==> src/rtl/supv_pkg.sv <==
package supv_pkg;

    localparam int FLAG_W = 5;

    localparam int IDX_MAIN_UV = 0;
    localparam int IDX_HS_UV   = 1;
    localparam int IDX_HS_OV   = 2;
    localparam int IDX_CORE_WN = 3;
    localparam int IDX_CORE_UV = 4;

    typedef enum logic [1:0] {
        MODE_NORMAL  = 2'b00,
        MODE_STOP    = 2'b01,
        MODE_SLEEP   = 2'b10,
        MODE_RESTART = 2'b11
    } op_mode_e;

    typedef struct packed {
        logic core_uv;
        logic core_wn;
        logic hs_ov;
        logic hs_uv;
        logic main_uv;
    } fault_vec_t;

    // Faults whose flags are masked while the core regulator is off
    function automatic logic [FLAG_W-1:0] sleep_mask(input op_mode_e m);
        logic [FLAG_W-1:0] msk;
        msk = '1;
        if (m == MODE_SLEEP) begin
            msk[IDX_CORE_WN] = 1'b0;
            msk[IDX_CORE_UV] = 1'b0;
        end
        return msk;
    endfunction

endpackage

==> src/rtl/supv_flag_bank.sv <==
module supv_flag_bank
    import supv_pkg::*;
#(
    parameter int N = FLAG_W
) (
    input  logic         clk,
    input  logic         rst,
    input  logic [N-1:0] fault_raw,
    input  logic [N-1:0] set_en,
    input  logic [N-1:0] clr_req,
    output logic [N-1:0] flags
);

    generate
        for (genvar i = 0; i < N; i++) begin : g_cell
            logic flag_q;
            logic set_now;
            logic clr_ok;

            assign set_now = fault_raw[i] & set_en[i];
            assign clr_ok  = clr_req[i] & ~fault_raw[i];

            always_ff @(posedge clk) begin
                if (rst) begin
                    flag_q <= 1'b0;
                end else if (set_now) begin
                    flag_q <= 1'b1;
                end else if (clr_ok) begin
                    flag_q <= 1'b0;
                end
            end

            assign flags[i] = flag_q;

            AST_FLAG_HELD_UNDER_FAULT: assert property (@(posedge clk) disable iff (rst)
                (flag_q && fault_raw[i]) |=> flag_q);
            AST_FLAG_STICKY: assert property (@(posedge clk) disable iff (rst)
                (flag_q && !clr_req[i]) |=> flag_q);
            AST_CLEAR_TAKES: assert property (@(posedge clk) disable iff (rst)
                (clr_req[i] && !fault_raw[i]) |=> !flag_q);
        end
    endgenerate

endmodule

==> src/rtl/supv_action.sv <==
module supv_action
    import supv_pkg::*;
(
    input  logic     clk,
    input  logic     rst,
    input  op_mode_e mode,
    input  logic     main_uv,
    input  logic     core_uv,
    input  logic     keep_on,
    output logic     aux_en,
    output logic     scp_en,
    output logic     rst_n,
    output logic     restart_req
);

    logic core_uv_eff;
    logic hold_q;

    assign core_uv_eff = core_uv & (mode != MODE_SLEEP);

    // Stretches reset by one cycle after the core fault ends; set during reset
    always_ff @(posedge clk) begin
        if (rst) begin
            hold_q <= 1'b1;
        end else begin
            hold_q <= core_uv_eff;
        end
    end

    always_comb begin
        aux_en      = ~main_uv | keep_on;
        scp_en      = ~main_uv;
        rst_n       = ~(core_uv_eff | hold_q);
        restart_req = core_uv_eff;
    end

    AST_RST_STRETCH: assert property (@(posedge clk) disable iff (rst)
        $fell(core_uv_eff) |-> !rst_n);
    AST_RESTART_WITH_RST: assert property (@(posedge clk) disable iff (rst)
        restart_req |-> !rst_n);
    AST_AUX_FOLLOWS_SCP: assert property (@(posedge clk) disable iff (rst)
        (!scp_en && !keep_on) |-> !aux_en);

endmodule

==> src/rtl/supv_fault_ctrl.sv <==
module supv_fault_ctrl
    import supv_pkg::*;
(
    input  logic              clk,
    input  logic              rst,
    input  logic [1:0]        mode_i,
    input  logic              main_uv_i,
    input  logic              hs_uv_i,
    input  logic              hs_ov_i,
    input  logic              core_warn_i,
    input  logic              core_uv_i,
    input  logic              aux_keep_on_i,
    input  logic [FLAG_W-1:0] clr_i,
    output logic [FLAG_W-1:0] flags_o,
    output logic              aux_en_o,
    output logic              scp_en_o,
    output logic              rst_n_o,
    output logic              restart_req_o
);

    op_mode_e   mode;
    fault_vec_t faults;

    assign mode   = op_mode_e'(mode_i);
    assign faults = '{core_uv: core_uv_i, core_wn: core_warn_i, hs_ov: hs_ov_i,
                      hs_uv: hs_uv_i, main_uv: main_uv_i};

    supv_flag_bank #(.N(FLAG_W)) u_flags (
        .clk       (clk),
        .rst       (rst),
        .fault_raw (faults),
        .set_en    (sleep_mask(mode)),
        .clr_req   (clr_i),
        .flags     (flags_o)
    );

    supv_action u_act (
        .clk         (clk),
        .rst         (rst),
        .mode        (mode),
        .main_uv     (main_uv_i),
        .core_uv     (core_uv_i),
        .keep_on     (aux_keep_on_i),
        .aux_en      (aux_en_o),
        .scp_en      (scp_en_o),
        .rst_n       (rst_n_o),
        .restart_req (restart_req_o)
    );

    AST_SLEEP_NO_CORE_FLAG: assert property (@(posedge clk) disable iff (rst)
        (mode == MODE_SLEEP && !flags_o[IDX_CORE_UV]) |=> !flags_o[IDX_CORE_UV]);
    AST_SLEEP_NO_RESTART: assert property (@(posedge clk) disable iff (rst)
        (mode == MODE_SLEEP) |-> !restart_req_o);

endmodule

==> config.mk <==
export PLATFORM = sky130hd
export DESIGN_NAME = supv_fault_ctrl
export DESIGN_NICKNAME = d
export VERILOG_FILES = /design/src/rtl/supv_pkg.sv /design/src/rtl/supv_flag_bank.sv /design/src/rtl/supv_action.sv /design/src/rtl/supv_fault_ctrl.sv
export SDC_FILE = /design/constraint.sdc
export NUM_CORES = 1
export LEC_CHECK = 0
export ABC_AREA = 1
export BUFFER_PORTS_ARGS = -buffer_cell sky130_fd_sc_hd__buf_2
export CAP_MARGIN = 20
export CORE_AREA = 2 2 39 41
export CTS_CLUSTER_DIAMETER = 100
export DETAILED_ROUTE_END_ITERATION = 7
export DIE_AREA = 0 0 41 43
export HOLD_SLACK_MARGIN = 0.1
export PLACE_DENSITY = 0.57
export SLEW_MARGIN = 5
export SYNTH_ARGS = -nofsm -noshare
export SYNTH_HDL_FRONTEND = slang
export SYNTH_SLANG_ARGS = --single-unit
==> constraint.sdc <==
create_clock -name clk -period 0.8 [get_ports clk]
set_input_delay 0.16 -clock clk [delete_from_list [all_inputs] [get_ports clk]]
set_output_delay 0.16 -clock clk [all_outputs]
set_load 0.01 [all_outputs]
# After elaboration in Yosys (flattened, before gate mapping)
# Index checks and enable logic that the tools add are counted.
totals:
  ff_bits: 6
  output_inout_bits: 9
  word_cells: 40
op_classes:
  muxes: 11
  bitwise_logic: 16
  eq_ne: 2
  reduce_logical: 5
op_table:
  columns: ["operator", "count"]
  rows:
  - ["two-way mux 1 bit", 10]
  - ["nonzero test 2 bit", 5]
  - ["AND 1 bit", 8]
  - ["inverter 1 bit", 6]
  - ["equality test 2 bit, second input constant", 1]
  - ["two-way mux 2 bit", 1]
  - ["!= test 2 bit, second input constant", 1]
  - ["OR 1 bit", 2]

# Logic depth before layout (Yosys ltp)
# Gate-level depths: netlist of the first run.
depth:
  ltp_word: 4
  mapped_depth: 5
  depth_no_buf: 5

# Modules after synthesis
# A second synthesis of the first run with hierarchy kept.
unflattened:
  cells_unflattened: 44
  hier_area_um2: 297.8
by_module_without_submodules:
  columns: ["module", "n_inst", "cells_per_inst", "seq_area_each_um2", "area_each_um2"]
  rows:
  - ["supv_flag_bank", 1, 31, 100.1, 229.0]
  - ["supv_action", 1, 10, 20.0, 57.6]
  - ["supv_fault_ctrl", 1, 3, 0.0, 11.3]

# Worst setup path after synthesis of the first run
# OpenSTA, ideal clock, no wires.
synth_timing:
  kind: "input to output"
  from: "in mode_i[0]"
  to: "out rst_n_o"
  path_slack_ns: 0.134
  path_buffers: 0
  arrival_time_ns: 0.506
  path_stages: 5
  path_cell_list: "inv_1 nand2_1 nand2_2 inv_2 nor2_2"
synth_via:
  elab_chain_cells: 4
synth_rtl:
  columns: ["item", "line_no", "text"]
  rows:
  - ["start, declared", "supv_fault_ctrl.sv:6", "input logic [1:0] mode_i,"]
  - ["!= test 2 bit", "supv_action.sv:19", "assign core_uv_eff = core_uv & (mode != MODE_SLEEP);"]
  - ["AND 1 bit", "supv_action.sv:19", null]
  - ["named net restart_req_o", "supv_fault_ctrl.sv:18", "output logic restart_req_o"]
  - ["OR 1 bit", "supv_action.sv:33", "rst_n = ~(core_uv_eff | hold_q);"]
  - ["inverter 1 bit", "supv_action.sv:33", null]
  - ["end, declared", "supv_fault_ctrl.sv:17", "output logic rst_n_o,"]
# The timed path passes the listed nets, and every way through them passes these cells.

# Final worst setup path of the first run
layout_timing:
  from: "reg u_act.hold_q"
  to: "out rst_n_o"
layout_via:
  elab_chain_cells: 2
layout_rtl:
  columns: ["item", "line_no", "text"]
  rows:
  - ["start, declared", "supv_action.sv:17", "logic hold_q;"]
  - ["start signal, assigned", "supv_action.sv:26", "hold_q <= core_uv_eff;"]
  - ["OR 1 bit", "supv_action.sv:33", null]
  - ["inverter 1 bit", "supv_action.sv:33", null]
# Every way passes these cells.

==> out/metrics.csv, run 1 <==
stage;metric;value;unit
placed_design;io_buffers;23;
setup_path;cp.arrival;730;ps
floorplan;die-area;1760;um^2
setup_path;reg2reg_from;u_flags.g_cell[3].flag_q;
cts;cts_sinks;6;
route;antenna_left;0;
route;drc;0;
yosys;synth_cell_types;12;
setup_path;critical_path.max_fanout;1;
power;p_seq_share;43.8;%
route;wire_per_inst;7.22;um
finish;final_common_cell;buf_2;
power;powerDensity;1690;nW/um^2
setup_path;timing_worst_setup_path_type;reg2out;
finish;final_cell_mix;buf_2, inv_1, dfxtp_2;
cts;cts_buffer_depth;2;
floorplan;io-pin-count;24;
yosys;synthesis.instances;37;
sta;slew_headroom;92.2;%
sta;setup-violations-final;6;
yosys;synth_xor_area_share;0;%
finish;n_fill_cell;149;
cts;cts-root-buf;clkbuf_4;
floorplan;die_y;43;um
grt;grt_pass1_wl;952;um
sta;finalCriticalPeriod;893;ps
placed_design;placedInstanceArea;387;um^2
yosys;synth_top_family_by_area;buffers and inverters;
sta;hold_violations;0;
yosys;ys_ff_latch;6;
finish;syn2layout_area_growth;66.2;%
run_status;status;finished, violations left;
yosys;syn_area;274;um^2
placed_design;place_congestion;0.566;
finish;regArea;128;um^2
cts;clk-insertion-delay-late;240;ps
sta;grt_setup_unrepaired;yes;
cts;cts_buffers;3;
sta;layout_setup_ws;-92.6;ps
sta;skew;0;ps
sta;fin_setup_tns;-225;ps
setup_path;cp_slowest_stage_delay;310;ps
cts;clk_pin_slew_worst_paths;40;ps
yosys;synthAdderAreaFrac;0;%
sta;tightest_slew;117;ps
setup_path;worstSetupStartpointType;flop;
placed_design;dp_hpwl;460;um
power;ir_drop;1.05;mV
grt;antenna_found_initial;0;
cts;cts_tree;done;
sta;fin_crit_sh;112;%
yosys;synth_compound_area_share;12.3;%
route;vias;283;
route;dr.first_iter.drc_count;3;
setup_path;cp.required;640;ps
power;swShare;23.9;%
run;cap_viol_max_count;0;
route;firstDrtPassIters;2;
setup_path;slowest_stage;dfxtp_2;
floorplan;die_w;41;um
finish;final_nets;78;
run_status;violations;negative setup slack;
grt;grt_max_degree;6;
yosys;syn_nets;52;
yosys;syn_avg_cell_area;7.41;um^2
route;via_per_inst;3.68;
yosys;synth.area.mux_share;0;%
power;clkPwrFrac;36.1;%
yosys;ys.warnings.count;0;
sta;holdWs;127;ps
floorplan;start_util;19.8;%
sta;fmax;1120;MHz
grt;grt_pass1_vias;264;
finish;n_antenna_cell;0;
grt;grt_overflow_total;0;
min_path;hp-start;hs_uv_i;
power;pwr-share-comb;20.1;%
route;routed_wl;556;um
finish;drive_gt1_share;63.9;%
setup_path;cp_cell_sequence;nor2_2, buf_2;
power;power_switching;0.184;mW
min_path;worstHoldPathType;in2reg;
grt;grt_use_total;8.63;%
finish;stdcell_area;455;um^2
power;p_leak;0.262;nW
setup_path;cp-startpoint;u_act.hold_q;
sta;slew_viol_final;0;
setup_path;end_kind;output pin;
yosys;yosys.area_share.simple;17.8;%
yosys;yosysSeqAreaShare;43.8;%
finish;multi_input_area;82.6;um^2
cts;htreeDepth;1;
floorplan;rows;14;
power;p_int;0.585;mW
floorplan;coreArea;1380;um^2
[final timing paths]
path,depth (start not counted),slack (ps),end
max,2,-90,rst_n_o
max reg2reg,3,60,u_flags.g_cell[3].flag_q
min,3,130,u_flags.g_cell[1].flag_q
min reg2reg,2,470,u_flags.g_cell[0].flag_q
[power by group through the flow]
stage / Clock, mW / Sequential [mW] / Combinational [mW]
2_1_floorplan: 0 / 0.334 / 0.0785
3_3_place_gp: 0 / 0.335 / 0.130
3_5_place_dp: 0 / 0.335 / 0.132
4_1_cts: 0.295 / 0.337 / 0.157
5_1_grt: 0.324 / 0.339 / 0.176
6_report: 0.277 / 0.337 / 0.154
[cell usage after synthesis, drive strengths merged]
master  instances  area (um^2)
or2             1         6.26
nor2            4         17.5
buf             5         37.5
inv             9         33.8
nand2           6         25.0
dfxtp           6          120
a21oi           5         28.8
o21ai           1         5.00
[routing by layer]
layer | routed length, um | GRT usage (%) | vias up
met5 | 0 | 0 | -
met4 | 0 | 2.00 | 0
met3 | 64 | 9.42 | 0
met2 | 257 | 11.9 | 15
met1 | 235 | 8.65 | 113
li1 | - | - | 155
[timing repair]
| action | CTS | global route |
|---|---|---|
| pin swaps | 1 | 0 |
| hold buffers | 0 | 0 |
| resized for setup | 11 | 1 |
| setup buffers | 1 | 0 |
| setup endpoints to repair | 6 | 7 |
| gates cloned | 0 | 0 |
[cell type report]
type,count,area share (%)
Clock buffer,3,4.95
Inverter,9,7.42
Multi-Input combinational cell,17,18.1
Sequential cell,6,28.0
Tap cell,16,4.40
Timing Repair Buffer,26,37.1
[worst max-delay path: cells and delay by family (launching register included)]
family,cells,cell delay (ps)
flops,1,310
buf+inv,1,130
simple gates,1,60
[registers in the layout, summed over array words and instances (netlist names)]
name / flops
u_flags.g_cell.flag_q: 5
u_act.hold_q: 1
[cell families after synthesis]
group,after synthesis
simple gates,11
flops,6
buf+inv,14
compound gates,6
[stage by stage]
step	power (mW)	util, %	setup WS, ps	std cells
floorplan	0.413	-	134	37
global route	0.839	32.9	-159	77
CTS	0.788	32.9	-107	77
finish	0.768	32.9	-92.6	77
detailed placement	0.467	27.9	-29.5	73
global placement	0.465	27.9	-16.9	73
No activity file was read; power rests on OpenSTA's default activity.
==> run 2, diff against run 1 <==
RECOVER_POWER = 50   (was default)
==> run 2 against run 1 <==
The flow still finishes with violations (negative setup slack); clock-buffer cell count is the same; clock skew is the same; combinational power is essentially flat; critical path depth is the same; non-clock buffer count is the same; die area is the same; first-iteration DRC count is the same; final cell count is the same; critical path type unchanged; critical endpoint unchanged.
==> out/metrics.csv, run 2 (same netlist as run 1, synthesis figures left out) <==
stage;metric;value;unit;change
run_status;violations;negative setup slack;;
floorplan;start_util;19.8;%;unchanged
finish;final_common_cell;buf_2;;
finish;top_regs;u_flags.g_cell.flag_q x5, u_act.hold_q x1;;
grt;antenna_found_initial;0;;unchanged
placed_design;dp_hpwl;460;um;unchanged
sta;hold_violations;0;;unchanged
setup_path;cp.arrival;730;ps;about the same
sta;finalCriticalPeriod;893;ps;unchanged
grt;grt_use_total;8.63;%;unchanged
route;wire_per_inst;7.22;um;unchanged
cts;clk-insertion-delay-late;240;ps;about the same
finish;drive_gt1_share;60.7;%;-3.3 points
sta;layout_setup_ws;-92.6;ps;unchanged
finish;stdcell_area;453;um^2;-0.55%
cts;htreeDepth;1;;unchanged
sta;skew;0;ps;unchanged
grt;grt_max_degree;6;;unchanged
route;routed_wl;556;um;unchanged
sta;grt_setup_unrepaired;yes;;
finish;final_nets;78;;unchanged
placed_design;placedInstanceArea;387;um^2;unchanged
floorplan;rows;14;;unchanged
route;vias;283;;unchanged
setup_path;cp.required;640;ps;about the same
route;drc;0;;unchanged
sta;fin_setup_tns;-258;ps;-32.8 ps
power;ir_drop;1.05;mV;about the same
setup_path;end_kind;output pin;;
setup_path;timing_worst_setup_path_type;reg2out;;
grt;grt_overflow_total;0;;unchanged
power;powerDensity;1690;nW/um^2;+0.35%
setup_path;worstSetupStartpointType;flop;;
power;power;0.767;mW;-0.20%
min_path;hp-start;hs_uv_i;;
placed_design;io_buffers;23;;unchanged
cts;cts_buffer_depth;2;;unchanged
setup_path;reg2reg_from;u_flags.g_cell[3].flag_q;;
floorplan;die_y;43;um;unchanged
floorplan;die-area;1760;um^2;unchanged
finish;final_cell_mix;buf_2, inv_1, nand2_1, buf_6;;
finish;regMostFlops;u_flags.g_cell.flag_q;;
sta;slew_headroom;92.2;%;unchanged
route;antenna_left;0;;unchanged
grt;grt_pass1_vias;264;;unchanged
floorplan;die_w;41;um;unchanged
finish;largest_register_ffs;5;;unchanged
route;firstDrtPassIters;2;;unchanged
route;dr.first_iter.drc_count;3;;unchanged
power;p_leak;0.261;nW;-0.19%
finish;syn2layout_area_growth;65.3;%;
finish;n_fill_cell;151;;+1.3%
grt;grt_pass1_wl;952;um;unchanged
finish;regArea;125;um^2;-2.0%
sta;slew_viol_final;0;;unchanged
floorplan;io-pin-count;24;;unchanged
sta;setup-violations-final;6;;unchanged
cts;cts_buffers;3;;unchanged
placed_design;place_congestion;0.566;;unchanged
cts;cts-root-buf;clkbuf_4;;
placed_design;numPlacedInstances;73;;unchanged
finish;multi_input_area;82.6;um^2;unchanged
cts;cts_sinks;6;;unchanged
floorplan;coreArea;1380;um^2;unchanged
run;cap_viol_max_count;0;;unchanged
min_path;worstHoldPathType;in2reg;;
cts;clk_pin_slew_worst_paths;40;ps;about the same
finish;n_antenna_cell;0;;unchanged
run_status;status;finished, violations left;;
cts;cts_tree;done;;
route;via_per_inst;3.68;;unchanged
sta;fmax;1120;MHz;unchanged
placed_design;dp_slack;-29.5;ps;unchanged
sta;tightest_slew;117;ps;unchanged
sta;fin_crit_sh;112;%;unchanged
setup_path;critical_path.max_fanout;1;;unchanged
setup_path;cp-startpoint;u_act.hold_q;;
finish;stdcell_count;77;;unchanged
[run 2: layer usage]
layer	part of all wire, %	GRT usage, %	up-vias
li1	-	-	155
met1	42	8.65	113
met2	46	11.9	15
met3	12	9.42	0
met4	0	2.00	0
met5	0	0	-
[run 2: area by class of cell]
| cell class | instances | area share (%) |
|---|---|---|
| Clock buffer | 3 | 4.97 |
| Timing Repair Buffer | 26 | 37.3 |
| Multi-Input combinational cell | 17 | 18.2 |
| Sequential cell | 6 | 27.6 |
| Inverter | 9 | 7.46 |
| Tap cell | 16 | 4.42 |
[run 2: where the power goes]
group | switching (mW) | internal [mW] | leakage, nW | total [mW]
Sequential | 0.0119 | 0.323 | 0.0507 | 0.335
Clock | 0.108 | 0.170 | 0.0138 | 0.277
Combinational | 0.0642 | 0.0901 | 0.197 | 0.154
[run 2: stage by stage]
step,hold WS [ps],util [%]
5_1_grt,131,32.7
2_1_floorplan,222,-
4_1_cts,120,32.9
6_report,127,32.7
3_5_place_dp,376,27.9
3_3_place_gp,367,27.9
[run 2: worst paths after layout]
check / endpoint / slack [ps] / depth (start not counted)
worst max-delay path: rst_n_o / -90 / 2
worst min-delay path: u_flags.g_cell[1].flag_q / 130 / 3
worst max register to register: u_flags.g_cell[3].flag_q / 60 / 3
worst min register to register: u_flags.g_cell[0].flag_q / 470 / 2
[run 2: repair_timing]
action                     in CTS  in global routing
hold buffers                    0                  0
setup endpoints to repair       6                  7
buffers inserted                1                  0
resized for setup              11                  1
pin swaps                       1                  0
[run 2: critical path, stage by stage (launching register included)]
cell     delay [ps]
dfxtp_2         310
nor2_2           60
buf_2           130
==> run 3, diff against run 2 <==
CTS_BUF_LIST = sky130_fd_sc_hd__clkbuf_2 sky130_fd_sc_hd__clkbuf_4 sky130_fd_sc_hd__clkbuf_8   (was default)
PLACE_DENSITY = default   (was 0.57)
PLACE_DENSITY_LB_ADDON = 0.1   (was default)
==> run 3 against run 2 <==
The flow still finishes with violations (negative setup slack); first-iteration DRC count down 33%; clock-buffer cell count unchanged; flip-flop and latch count unchanged; hold slack better by 3.2 ps; register-to-register slack about the same; worst setup slack worse by 1.3 ps; critical path depth unchanged; wire length down 0.54%; final cell count unchanged.
==> out/metrics.csv, run 3 (same netlist as run 1, synthesis figures left out) <==
stage;metric;value;unit;change
run_status;status;finished, violations left;;
run_status;violations;negative setup slack;;
setup_path;worst-r2r-cell-count;3;;unchanged
sta;finalCriticalPeriod;894;ps;+1.27 ps
grt;grt_overflow_total;0;;unchanged
finish;syn2layout_area_growth;65.3;%;unchanged
power;clkPwrFrac;35.9;%;-0.2 points
sta;holdWs;131;ps;+3.25 ps
route;via_per_inst;3.56;;-3.2%
setup_path;worstSetupStartpointType;flop;;
cts;cts_buffer_depth;2;;unchanged
cts;clk-insertion-delay-late;240;ps;about the same
cts;htreeDepth;1;;unchanged
setup_path;slowest_stage;dfxtp_2;;
grt;grt_max_degree;6;;unchanged
sta;fmax;1120;MHz;-0.14%
power;swShare;23.5;%;-0.41 points
route;drc;0;;unchanged
route;vias;274;;-3.2%
setup_path;cp.arrival;730;ps;about the same
finish;final_cell_mix;buf_2, inv_1, nand2_1, buf_6;;
setup_path;critical_path.max_fanout;1;;unchanged
power;power;0.762;mW;-0.58%
sta;hold_violations;0;;unchanged
setup_path;end_kind;output pin;;
route;antenna_left;0;;unchanged
cts;clk_pin_slew_worst_paths;50;ps;about the same
floorplan;die_y;43;um;unchanged
sta;setup-violations-final;6;;unchanged
power;p_int;0.583;mW;about the same
setup_path;cp.required;640;ps;about the same
cts;cts_tree;done;;
power;pwr-share-comb;20.0;%;about the same
floorplan;die_w;41;um;unchanged
setup_path;cp_slowest_stage_delay;310;ps;about the same
sta;tightest_slew;123;ps;+5.96 ps
finish;top_regs;u_flags.g_cell.flag_q x5, u_act.hold_q x1;;
floorplan;die-area;1760;um^2;unchanged
finish;stdcell_area;453;um^2;unchanged
sta;slew_headroom;91.8;%;-0.40 points
finish;final_nets;78;;unchanged
sta;fin_setup_tns;-255;ps;+2.70 ps
setup_path;timing_worst_setup_path_type;reg2out;;
cts;cts-root-buf;clkbuf_4;;
route;dr.first_iter.drc_count;2;;-1
grt;grt_pass1_vias;246;;-6.8%
placed_design;dp_hpwl;464;um;+0.70%
grt;grt_pass1_wl;862;um;-9.5%
run;cap_viol_max_count;0;;unchanged
setup_path;cp-startpoint;u_act.hold_q;;
finish;regMostFlops;u_flags.g_cell.flag_q;;
sta;grt_setup_unrepaired;yes;;
sta;skew;0;ps;unchanged
floorplan;coreArea;1380;um^2;unchanged
setup_path;reg2reg_setup_slack;70;ps;about the same
sta;slew_viol_final;0;;unchanged
cts;cts_buffers;3;;unchanged
min_path;hold_depth;3;;unchanged
power;power_switching;0.179;mW;-2.3%
placed_design;place_congestion;0.519;;-8.2%
power;p_seq_share;44.1;%;+0.4 points
sta;fin_crit_sh;112;%;+0.16 points
power;p_leak;0.261;nW;unchanged
placed_design;placedInstanceArea;387;um^2;unchanged
route;routed_wl;553;um;-0.54%
route;firstDrtPassIters;2;;unchanged
cts;cts_hold_buf;0;;unchanged
cts;cts_sinks;6;;unchanged
setup_path;cp_cell_sequence;nor2_2, buf_2;;
finish;largest_register_ffs;5;;unchanged
finish;drive_gt1_share;60.7;%;unchanged
min_path;worstHoldPathType;in2reg;;
floorplan;rows;14;;unchanged
floorplan;start_util;19.8;%;unchanged
sta;layout_setup_ws;-93.8;ps;-1.27 ps
setup_path;r2r_end;u_flags.g_cell[3].flag_q;;
finish;n_antenna_cell;0;;unchanged
placed_design;io_buffers;23;;unchanged
finish;final_common_cell;buf_2;;
route;wire_per_inst;7.18;um;-0.54%
grt;antenna_found_initial;0;;unchanged
floorplan;io-pin-count;24;;unchanged
power;ir_drop;0.524;mV;-50%
power;powerDensity;1680;nW/um^2;-0.58%
min_path;whs_endpoint;u_flags.g_cell[1].flag_q;;
grt;grt_use_total;7.93;%;-0.69 points
finish;final_util;32.7;%;unchanged
min_path;hp-start;hs_uv_i;;
setup_path;reg2reg_from;u_flags.g_cell[3].flag_q;;
-- run 3: cell counts in the layout (fill, tap and decap cells not counted) --
No cell type changed its count.
-- run 3: worst max-delay path by stage --
stage / end / cells after the start
floorplan: rst_n_o / 5
global placement: rst_n_o / 7
CTS: rst_n_o / 2
global route: rst_n_o / 2
detailed placement: rst_n_o / 7
finish: rst_n_o / 2
-- run 3: repair_timing --
item	4_1_cts	5_1_grt
buffers inserted	1	0
endpoints found under the setup margin	6	7
pin swaps	1	0
resized for setup	11	1
-- run 3: metal layers --
metal  GRT usage [%]  part of all wire, %  vias up
met3            4.71                   14        0
met4            8.00                    0        0
met2            10.3                   44       16
li1                -                    -      151
met1            8.04                   41      107
met5               0                    0        -
-- run 3: layout make-up --
cell class / instances / area [um^2]
Clock buffer: 3 / 22.5
Fill cell: 167 / 931
Inverter: 9 / 33.8
Multi-Input combinational cell: 17 / 82.6
Sequential cell: 6 / 125
Tap cell: 16 / 20.0
Timing Repair Buffer: 26 / 169
-- run 3: power by group through the flow --
| stage | registers [mW] | logic (mW) | clock network, mW |
|---|---|---|---|
| 2_1_floorplan | 0.334 | 0.0785 | 0 |
| 3_3_place_gp | 0.336 | 0.130 | 0 |
| 3_5_place_dp | 0.336 | 0.131 | 0 |
| 4_1_cts | 0.338 | 0.155 | 0.289 |
| 5_1_grt | 0.339 | 0.173 | 0.312 |
| 6_report | 0.336 | 0.152 | 0.274 |
-- run 3: metrics by stage --
stage	std cells	setup WS [ps]
after detailed placement	73	-9.57
final	77	-93.8
after floorplan	37	134
after CTS	77	-108
after global routing	77	-146
after global placement	73	-6.60
-- run 3: critical path, delay by kind of cell (launching register included) --
| family | cells | cell delay [ps] |
|---|---|---|
| DFF | 1 | 310 |
| buffers and inverters | 1 | 120 |
| and+or+nand+nor | 1 | 60 |
